$ cat config.mk
export PLATFORM = sky130hd
export DESIGN_NAME = tdma_addr_gen
export DESIGN_NICKNAME = d
export VERILOG_FILES = /design/src/rtl/tdma_pkg.sv /design/src/rtl/tdma_burst_sizer.sv /design/src/rtl/tdma_row_walker.sv /design/src/rtl/tdma_addr_gen.sv
export SDC_FILE = /design/constraint.sdc
export NUM_CORES = 1
export LEC_CHECK = 0
export ABC_CLOCK_PERIOD_IN_PS = 7530
export BUFFER_PORTS_ARGS = -buffer_cell sky130_fd_sc_hd__buf_4
export CORE_MARGIN = 5
export CORE_UTILIZATION = 45
export CTS_CLUSTER_SIZE = 28
export DETAILED_ROUTE_END_ITERATION = 12
export HOLD_SLACK_MARGIN = 0.02
export PLACE_DENSITY_LB_ADDON = 0.1
export SETUP_SLACK_MARGIN = 0.15
export SLEW_MARGIN = 20
export SYNTH_ARGS = -nofsm -noshare
export SYNTH_HDL_FRONTEND = slang
export SYNTH_SLANG_ARGS = --single-unit
export TNS_END_PERCENT = 5
$ cat constraint.sdc
create_clock -name clk -period 7.53 [get_ports clk]
set_input_delay 0 -clock clk [delete_from_list [all_inputs] [get_ports clk]]
set_output_delay 0 -clock clk [all_outputs]
set_load 0.1 [all_outputs]
$ cat src/rtl/tdma_pkg.sv
package tdma_pkg;

    typedef enum logic [1:0] {
        ST_IDLE,
        ST_ISSUE,
        ST_ROW_STEP,
        ST_RESTART
    } agen_state_t;

    typedef enum logic [2:0] {
        WK_HOLD,
        WK_LOAD,
        WK_BURST,
        WK_ROW,
        WK_PASS
    } walk_cmd_t;

endpackage

$ cat src/rtl/tdma_burst_sizer.sv
module tdma_burst_sizer #(
    parameter int ADDR_W     = 32,
    parameter int XB_W       = 13,
    parameter int BEAT_BYTES = 4,
    parameter int MAX_BEATS  = 16,
    parameter int PAGE_BYTES = 4096
) (
    input  logic [ADDR_W-1:0]            cur_addr,
    input  logic [XB_W-1:0]              rem_bytes,
    output logic [$clog2(MAX_BEATS)-1:0] beats_m1,
    output logic [XB_W-1:0]              step_bytes
);
    localparam int BEAT_SH = $clog2(BEAT_BYTES);
    localparam int PAGE_SH = $clog2(PAGE_BYTES);
    localparam int BL_W    = $clog2(MAX_BEATS);
    localparam int CMP_W   = 32;

    logic [PAGE_SH:0]  page_room;
    logic [CMP_W-1:0]  rem_beats;
    logic [CMP_W-1:0]  page_beats;
    logic [CMP_W-1:0]  pick;

    always_comb begin
        page_room  = (PAGE_SH+1)'(PAGE_BYTES) - (PAGE_SH+1)'(cur_addr[PAGE_SH-1:0]);
        page_beats = CMP_W'(page_room >> BEAT_SH);
        rem_beats  = CMP_W'(rem_bytes >> BEAT_SH);
        pick       = CMP_W'(MAX_BEATS);
        if (rem_beats < pick)  pick = rem_beats;
        if (page_beats < pick) pick = page_beats;
        beats_m1   = BL_W'(pick - 1);
        step_bytes = XB_W'(pick << BEAT_SH);
    end

endmodule

$ cat src/rtl/tdma_row_walker.sv
module tdma_row_walker
    import tdma_pkg::*;
#(
    parameter int ADDR_W = 32,
    parameter int LEN_W  = 12,
    parameter int YLEN_W = 8,
    parameter int XB_W   = 13
) (
    input  logic              clk,
    input  logic              rst_n,
    input  walk_cmd_t         cmd,
    input  logic [ADDR_W-1:0] d_addr,
    input  logic [LEN_W-1:0]  d_xlen_m1,
    input  logic [YLEN_W-1:0] d_ylen_m1,
    input  logic [ADDR_W-1:0] d_stride,
    input  logic              d_cyclic,
    input  logic [XB_W-1:0]   step_bytes,
    output logic [ADDR_W-1:0] cur_addr,
    output logic [XB_W-1:0]   rem_bytes,
    output logic              cyclic,
    output logic              row_end,
    output logic              last_row
);
    logic [ADDR_W-1:0] base_q, stride_q, row_base_q, cur_q;
    logic [XB_W-1:0]   xbytes_q, rem_q;
    logic [YLEN_W-1:0] ylast_q, row_idx_q;
    logic              cyclic_q;
    logic [ADDR_W-1:0] next_row_base;

    assign next_row_base = row_base_q + stride_q;

    always_ff @(posedge clk) begin
        if (!rst_n) begin
            base_q     <= '0;
            stride_q   <= '0;
            row_base_q <= '0;
            cur_q      <= '0;
            xbytes_q   <= '0;
            rem_q      <= '0;
            ylast_q    <= '0;
            row_idx_q  <= '0;
            cyclic_q   <= 1'b0;
        end else begin
            unique case (cmd)
                WK_LOAD: begin
                    base_q     <= d_addr;
                    stride_q   <= d_stride;
                    row_base_q <= d_addr;
                    cur_q      <= d_addr;
                    xbytes_q   <= XB_W'(d_xlen_m1) + 1'b1;
                    rem_q      <= XB_W'(d_xlen_m1) + 1'b1;
                    ylast_q    <= d_ylen_m1;
                    row_idx_q  <= '0;
                    cyclic_q   <= d_cyclic;
                end
                WK_BURST: begin
                    cur_q <= cur_q + ADDR_W'(step_bytes);
                    rem_q <= rem_q - step_bytes;
                end
                WK_ROW: begin
                    row_base_q <= next_row_base;
                    cur_q      <= next_row_base;
                    rem_q      <= xbytes_q;
                    row_idx_q  <= row_idx_q + 1'b1;
                end
                WK_PASS: begin
                    row_base_q <= base_q;
                    cur_q      <= base_q;
                    rem_q      <= xbytes_q;
                    row_idx_q  <= '0;
                end
                default: ;
            endcase
        end
    end

    assign cur_addr  = cur_q;
    assign rem_bytes = rem_q;
    assign cyclic    = cyclic_q;
    assign row_end   = (rem_q <= step_bytes);
    assign last_row  = (row_idx_q == ylast_q);

endmodule

$ cat src/rtl/tdma_addr_gen.sv
module tdma_addr_gen
    import tdma_pkg::*;
#(
    parameter int ADDR_W     = 32,
    parameter int LEN_W      = 12,
    parameter int YLEN_W     = 8,
    parameter int BEAT_BYTES = 4,
    parameter int MAX_BEATS  = 16,
    parameter int PAGE_BYTES = 4096
) (
    input  logic                         clk,
    input  logic                         rst_n,
    input  logic                         enable,
    input  logic                         desc_valid,
    output logic                         desc_ready,
    input  logic [ADDR_W-1:0]            desc_addr,
    input  logic [LEN_W-1:0]             desc_xlen_m1,
    input  logic [YLEN_W-1:0]            desc_ylen_m1,
    input  logic [ADDR_W-1:0]            desc_stride,
    input  logic                         desc_cyclic,
    output logic                         burst_valid,
    input  logic                         burst_ready,
    output logic [ADDR_W-1:0]            burst_addr,
    output logic [$clog2(MAX_BEATS)-1:0] burst_len_m1,
    output logic                         start_pulse,
    output logic                         done_pulse
);
    localparam int XB_W    = LEN_W + 1;
    localparam int PAGE_SH = $clog2(PAGE_BYTES);

    agen_state_t       state_q, state_d;
    walk_cmd_t         cmd;
    logic [ADDR_W-1:0] cur_addr;
    logic [XB_W-1:0]   rem_bytes, step_bytes;
    logic              cyc_mode, row_end, last_row;
    logic              accept, pass_end;
    logic              start_q, done_q;

    tdma_row_walker #(
        .ADDR_W(ADDR_W), .LEN_W(LEN_W), .YLEN_W(YLEN_W), .XB_W(XB_W)
    ) u_walker (
        .clk        (clk),
        .rst_n      (rst_n),
        .cmd        (cmd),
        .d_addr     (desc_addr),
        .d_xlen_m1  (desc_xlen_m1),
        .d_ylen_m1  (desc_ylen_m1),
        .d_stride   (desc_stride),
        .d_cyclic   (desc_cyclic),
        .step_bytes (step_bytes),
        .cur_addr   (cur_addr),
        .rem_bytes  (rem_bytes),
        .cyclic     (cyc_mode),
        .row_end    (row_end),
        .last_row   (last_row)
    );

    tdma_burst_sizer #(
        .ADDR_W(ADDR_W), .XB_W(XB_W), .BEAT_BYTES(BEAT_BYTES),
        .MAX_BEATS(MAX_BEATS), .PAGE_BYTES(PAGE_BYTES)
    ) u_sizer (
        .cur_addr   (cur_addr),
        .rem_bytes  (rem_bytes),
        .beats_m1   (burst_len_m1),
        .step_bytes (step_bytes)
    );

    // Next-state and walker command
    always_comb begin
        state_d  = state_q;
        cmd      = WK_HOLD;
        accept   = 1'b0;
        pass_end = 1'b0;
        unique case (state_q)
            ST_IDLE: begin
                if (enable && desc_valid) begin
                    accept  = 1'b1;
                    cmd     = WK_LOAD;
                    state_d = ST_ISSUE;
                end
            end
            ST_ISSUE: begin
                if (burst_ready) begin
                    cmd = WK_BURST;
                    if (row_end && last_row) begin
                        pass_end = 1'b1;
                        state_d  = (cyc_mode && enable) ? ST_RESTART : ST_IDLE;
                    end else if (row_end) begin
                        state_d = enable ? ST_ROW_STEP : ST_IDLE;
                    end else begin
                        state_d = enable ? ST_ISSUE : ST_IDLE;
                    end
                end
            end
            ST_ROW_STEP: begin
                if (enable) begin
                    cmd     = WK_ROW;
                    state_d = ST_ISSUE;
                end else begin
                    state_d = ST_IDLE;
                end
            end
            ST_RESTART: begin
                if (enable) begin
                    cmd     = WK_PASS;
                    state_d = ST_ISSUE;
                end else begin
                    state_d = ST_IDLE;
                end
            end
            default: state_d = ST_IDLE;
        endcase
    end

    // State register
    always_ff @(posedge clk) begin
        if (!rst_n) state_q <= ST_IDLE;
        else        state_q <= state_d;
    end

    // Registered pulses
    always_ff @(posedge clk) begin
        if (!rst_n) begin
            start_q <= 1'b0;
            done_q  <= 1'b0;
        end else begin
            start_q <= accept;
            done_q  <= pass_end;
        end
    end

    assign desc_ready  = (state_q == ST_IDLE) && enable;
    assign burst_valid = (state_q == ST_ISSUE);
    assign burst_addr  = cur_addr;
    assign start_pulse = start_q;
    assign done_pulse  = done_q;

    AST_START_FOLLOWS_ACCEPT: assert property (@(posedge clk) disable iff (!rst_n)
        desc_valid && desc_ready |=> start_pulse);
    AST_NO_ACCEPT_BUSY: assert property (@(posedge clk) disable iff (!rst_n)
        desc_ready |-> !burst_valid);
    AST_HOLD_OFFER: assert property (@(posedge clk) disable iff (!rst_n)
        burst_valid && !burst_ready |=> burst_valid && $stable(burst_addr) && $stable(burst_len_m1));
    AST_PAGE_FIT: assert property (@(posedge clk) disable iff (!rst_n)
        burst_valid |-> (32'(burst_addr[PAGE_SH-1:0]) + ((32'(burst_len_m1) + 32'd1) * BEAT_BYTES)) <= PAGE_BYTES);
    AST_BEAT_ALIGN: assert property (@(posedge clk) disable iff (!rst_n)
        burst_valid |-> (burst_addr % BEAT_BYTES) == 0);
    AST_DESC_ALIGNED: assert property (@(posedge clk) disable iff (!rst_n)
        desc_valid && desc_ready |-> (desc_addr % BEAT_BYTES) == 0 && (desc_stride % BEAT_BYTES) == 0
        && ((32'(desc_xlen_m1) + 32'd1) % BEAT_BYTES) == 0);
    AST_STOP_ON_DISABLE: assert property (@(posedge clk) disable iff (!rst_n)
        burst_valid && burst_ready && !enable |=> !burst_valid);
    AST_DONE_SINGLE: assert property (@(posedge clk) disable iff (!rst_n)
        done_pulse |=> !done_pulse);

endmodule

==> summary.txt <==
Outcome
  – Status: complete, no violations

CTS
  – Clock buffer count from CTS: 17
  – CTS tree: done
  – Clock Latency Late Sink: 0.43 ns
  – Root Driver: clkbuf_16
  – H-tree Lvls: 4
  – Worst-path clk slew: 0.07 ns
  – Clk sinks: 175
  – Clock buffer depth: 2
  – Postcts setup bufs: 0

Worst setup path
  – Crit path capture: u_walker.cur_addr[16]$_SDFFE_PN0P_
  – Startpoint types: flip-flop
  – Worst R2R Path Depth: 22
  – CP required: 7.88 ns
  – Endpoint class of the critical path: flip-flop
  – Critical path arrival: 6.75 ns
  – Crit path max fanout: 14
  – RR Endpoint: u_walker.cur_addr[16]$_SDFFE_PN0P_
  – Crit path kind: flip-flop to flip-flop
  – Crit path launch: u_walker.cur_addr[2]$_SDFFE_PN0P_
  – FF-to-FF setup slack: 1.12 ns
  – Reg-to-reg startpoint: u_walker.cur_addr[2]$_SDFFE_PN0P_

Synthesis
  – Register area share after synthesis: 32.5%
  – Most used flip-flop cell after synthesis: dfxtp_1
  – Netlist Area Pre-Place: 0.0108 mm²
  – Gate Count Post-Synth: 1436
  – Synth async-reset ratio: 0%
  – Yosys Warn Count: 0
  – Avg Inst Size Synth: 7.51 µm²
  – Cell variety after synth: 78
  – Synthesized flop and latch total: 175
  – EDFF count, synth: 0

Place
  – Port Buffers: 129
  – Post-DP HPWL: 23200 µm
  – Gpl congestion: 0.881
  – Dpl ws: 1.19 ns

Routing
  – Drt first pass iters: 7
  – DRC: 0
  – Routed WL: 33800 µm
  – Post-DR vias/cell: 5.61
  – DR vias: 10900
  – Starting DRT DRC Count: 864
  – Routed wire length per instance: 17.4 µm
  – Post-route ant nets: 0

Cells and area
  – Most frequent cells in the layout: nand2_1, a21oi_1, dfxtp_1
  – Fin nets: 1773
  – Layout cells sized above 1: 11.8%
  – Commonest non-fill, non-tap cell in the layout: nand2_1
  – Final core occ: 57.3%
  – Antenna cells: 0
  – Area delta synth->final: 25.1%
  – FILL cells: 2261

Floorplan
  – Die width: 165 µm
  – Ports: 130
  – Die height: 165 µm
  – Num rows: 56
  – Die Area: 0.0272 mm²
  – Starting Density: 45.8%
  – Core Footprint: 0.0235 mm²

Power and ir drop
  – Sw frac: 38.2%
  – VDD IR max: 361 µV
  – P_sw: 1.20 mW
  – Pwr/cell area: 233 mW/mm²
  – LEAKAGE: 5.70 nW
  – Sequential fraction of design power: 32.9%
  – Int Pwr: 1.94 mW
  – Clock network power share: 29.6%
  – Comb pwr share: 37.5%

GRT
  – Top Usage Layer GRT: met2
  – Number of global-route vias before repair: 10300
  – Met2 Usage GRT: 40.2%
  – Gr usage total: 24.6%
  – Largest net degree at the start of global routing: 94
  – Met3 Use GR: 3.32%
  – Initial antenna violation count: 0
  – First-pass GRT wire length: 53500 µm
  – Total grt overflow: 0
  – Met1 usage: 34.0%

Timing
  – Fin worst setup slack: 1.12 ns
  – F_max: 0.156 GHz
  – Period utilization: 85.1%
  – RSZ-0062 raised after global routing: no
  – Final Slew Violations: 0
  – Worst slew margin: 32.0%
  – Setup violators final: 0
  – Final count of hold timing violations: 0
  – Final setup TNS: 0 ns
  – Fin crit period: 6.41 ns
  – Slew @ Worst Pin: 1.02 ns
  – Skew final: 0.0130 ns

Min path
  – Worst hold-check path type: input pin to flip-flop

Job
  – Max-Cap Viols: 0
-- worst max-delay path: stages, from the launching register on --
cell       delay (ns)
dfxtp_1          0.35
nor3_1           0.34
nand2b_1         0.17
or3_1            0.42
nor3_2           0.23
nand2b_1         0.16
nor4_1           0.49
nor2_1           0.13
ha_1             0.24
a211oi_1         0.30
o2111ai_1        0.16
o22a_2           0.37
a31o_2           0.32
ha_1             0.22
fa_1             0.42
a21o_1           0.19
a21oi_1          0.27
o21ai_1          0.20
a221oi_2         0.55
nand2b_1         0.27
a21oi_1          0.09
mux2_2           0.27
a21oi_1          0.13
-- state kept, by name, indices dropped and copies added (netlist names) --
register,count
done_pulse,1
start_pulse,1
state_q,2
u_walker.base_q,32
u_walker.cur_addr,32
u_walker.cyclic,1
u_walker.rem_bytes,13
u_walker.row_base_q,32
u_walker.row_idx_q,8
u_walker.stride_q,32
u_walker.xbytes_q,13
u_walker.ylast_q,8
-- logic make-up after synthesis --
group	synth area share (%)
xor+xnor	5.03
buf+inv	4.11
compound gates	25.7
fa+ha+maj	8.44
simple gates	22.8
mux	1.32
other cells	0.0696
flops	32.5
-- area by class of cell --
type / instances / area, µm² / area share, %
Sequential cell: 175 / 3500 / 26.0
Timing Repair Buffer: 233 / 1980 / 14.7
Tap cell: 319 / 399 / 2.96
Inverter: 36 / 138 / 1.02
Multi-Input combinational cell: 1149 / 6880 / 50.9
Clock buffer: 20 / 447 / 3.31
Clock inverter: 11 / 156 / 1.16
-- per-stage QoR --
stage                     area (µm²)  power (mW)  std cells  hold slack (ns)
final                          13500        3.14       1943           0.0349
after global routing           13500        3.32       1943           0.0267
after CTS                      13500        3.16       1943           0.0262
after detailed placement       12000        2.18       1820            0.254
after global placement         12000        2.17       1820            0.247
after floorplan                10800        1.92       1441            0.136
-- power groups by stage --
stage          logic, mW  registers [mW]  clock network [mW]
2_1_floorplan      0.784            1.13                   0
3_3_place_gp        1.12            1.05                   0
3_5_place_dp        1.13            1.05                   0
4_1_cts             1.18            1.03               0.948
5_1_grt             1.29            1.04               0.986
6_report            1.18            1.03               0.930
-- worst min path at each step --
| stage | start | endpoint | slack (ns) | depth (start not counted) |
|---|---|---|---|---|
| final | desc_xlen_m1[3] | u_walker.xbytes_q[4]$_SDFFE_PN0P_ | 0.03 | 4 |
| after detailed placement | desc_stride[29] | u_walker.stride_q[29]$_SDFFE_PN0P_ | 0.25 | 3 |
| after global routing | desc_addr[29] | u_walker.base_q[29]$_SDFFE_PN0P_ | 0.03 | 4 |
| after CTS | rst_n | u_walker.cur_addr[0]$_SDFFE_PN0P_ | 0.03 | 3 |
| after global placement | desc_ylen_m1[4] | u_walker.ylast_q[4]$_SDFFE_PN0P_ | 0.25 | 3 |
| after floorplan | desc_addr[13] | u_walker.base_q[13]$_SDFFE_PN0P_ | 0.14 | 2 |
-- per-layer routing --
metal | part of all wire (%) | vias up
met5 | 0 | -
met4 | 2.1 | 0
met1 | 47 | 5137
li1 | - | 5459
met2 | 46 | 273
met3 | 4.7 | 40
-- cells in the mapped netlist, types with 9 or more instances --
master | instances | area, µm²
nor3_1 | 25 | 125
a22oi_1 | 11 | 82.6
clkbuf_1 | 72 | 270
o21ai_0 | 78 | 390
a31oi_1 | 27 | 169
a211oi_1 | 9 | 67.6
nor2_1 | 102 | 383
a21boi_0 | 9 | 67.6
a21oi_1 | 197 | 986
o21a_1 | 15 | 113
nand2b_1 | 11 | 68.8
nand4_1 | 15 | 93.8
a21o_1 | 25 | 188
inv_1 | 35 | 131
ha_1 | 68 | 851
a221oi_1 | 12 | 105
nor2b_1 | 13 | 81.3
xnor2_1 | 31 | 272
and3_1 | 24 | 150
nand2_1 | 277 | 1040
nand3_1 | 32 | 160
dfxtp_1 | 175 | 3500
xor2_1 | 31 | 272
-- what timing repair did --
action | in CTS | in global routing
endpoints found under the hold margin | 122 | 0
resized for setup | 0 | 0
hold buffers | 92 | 0
No activity file was read; power rests on OpenSTA's default activity.
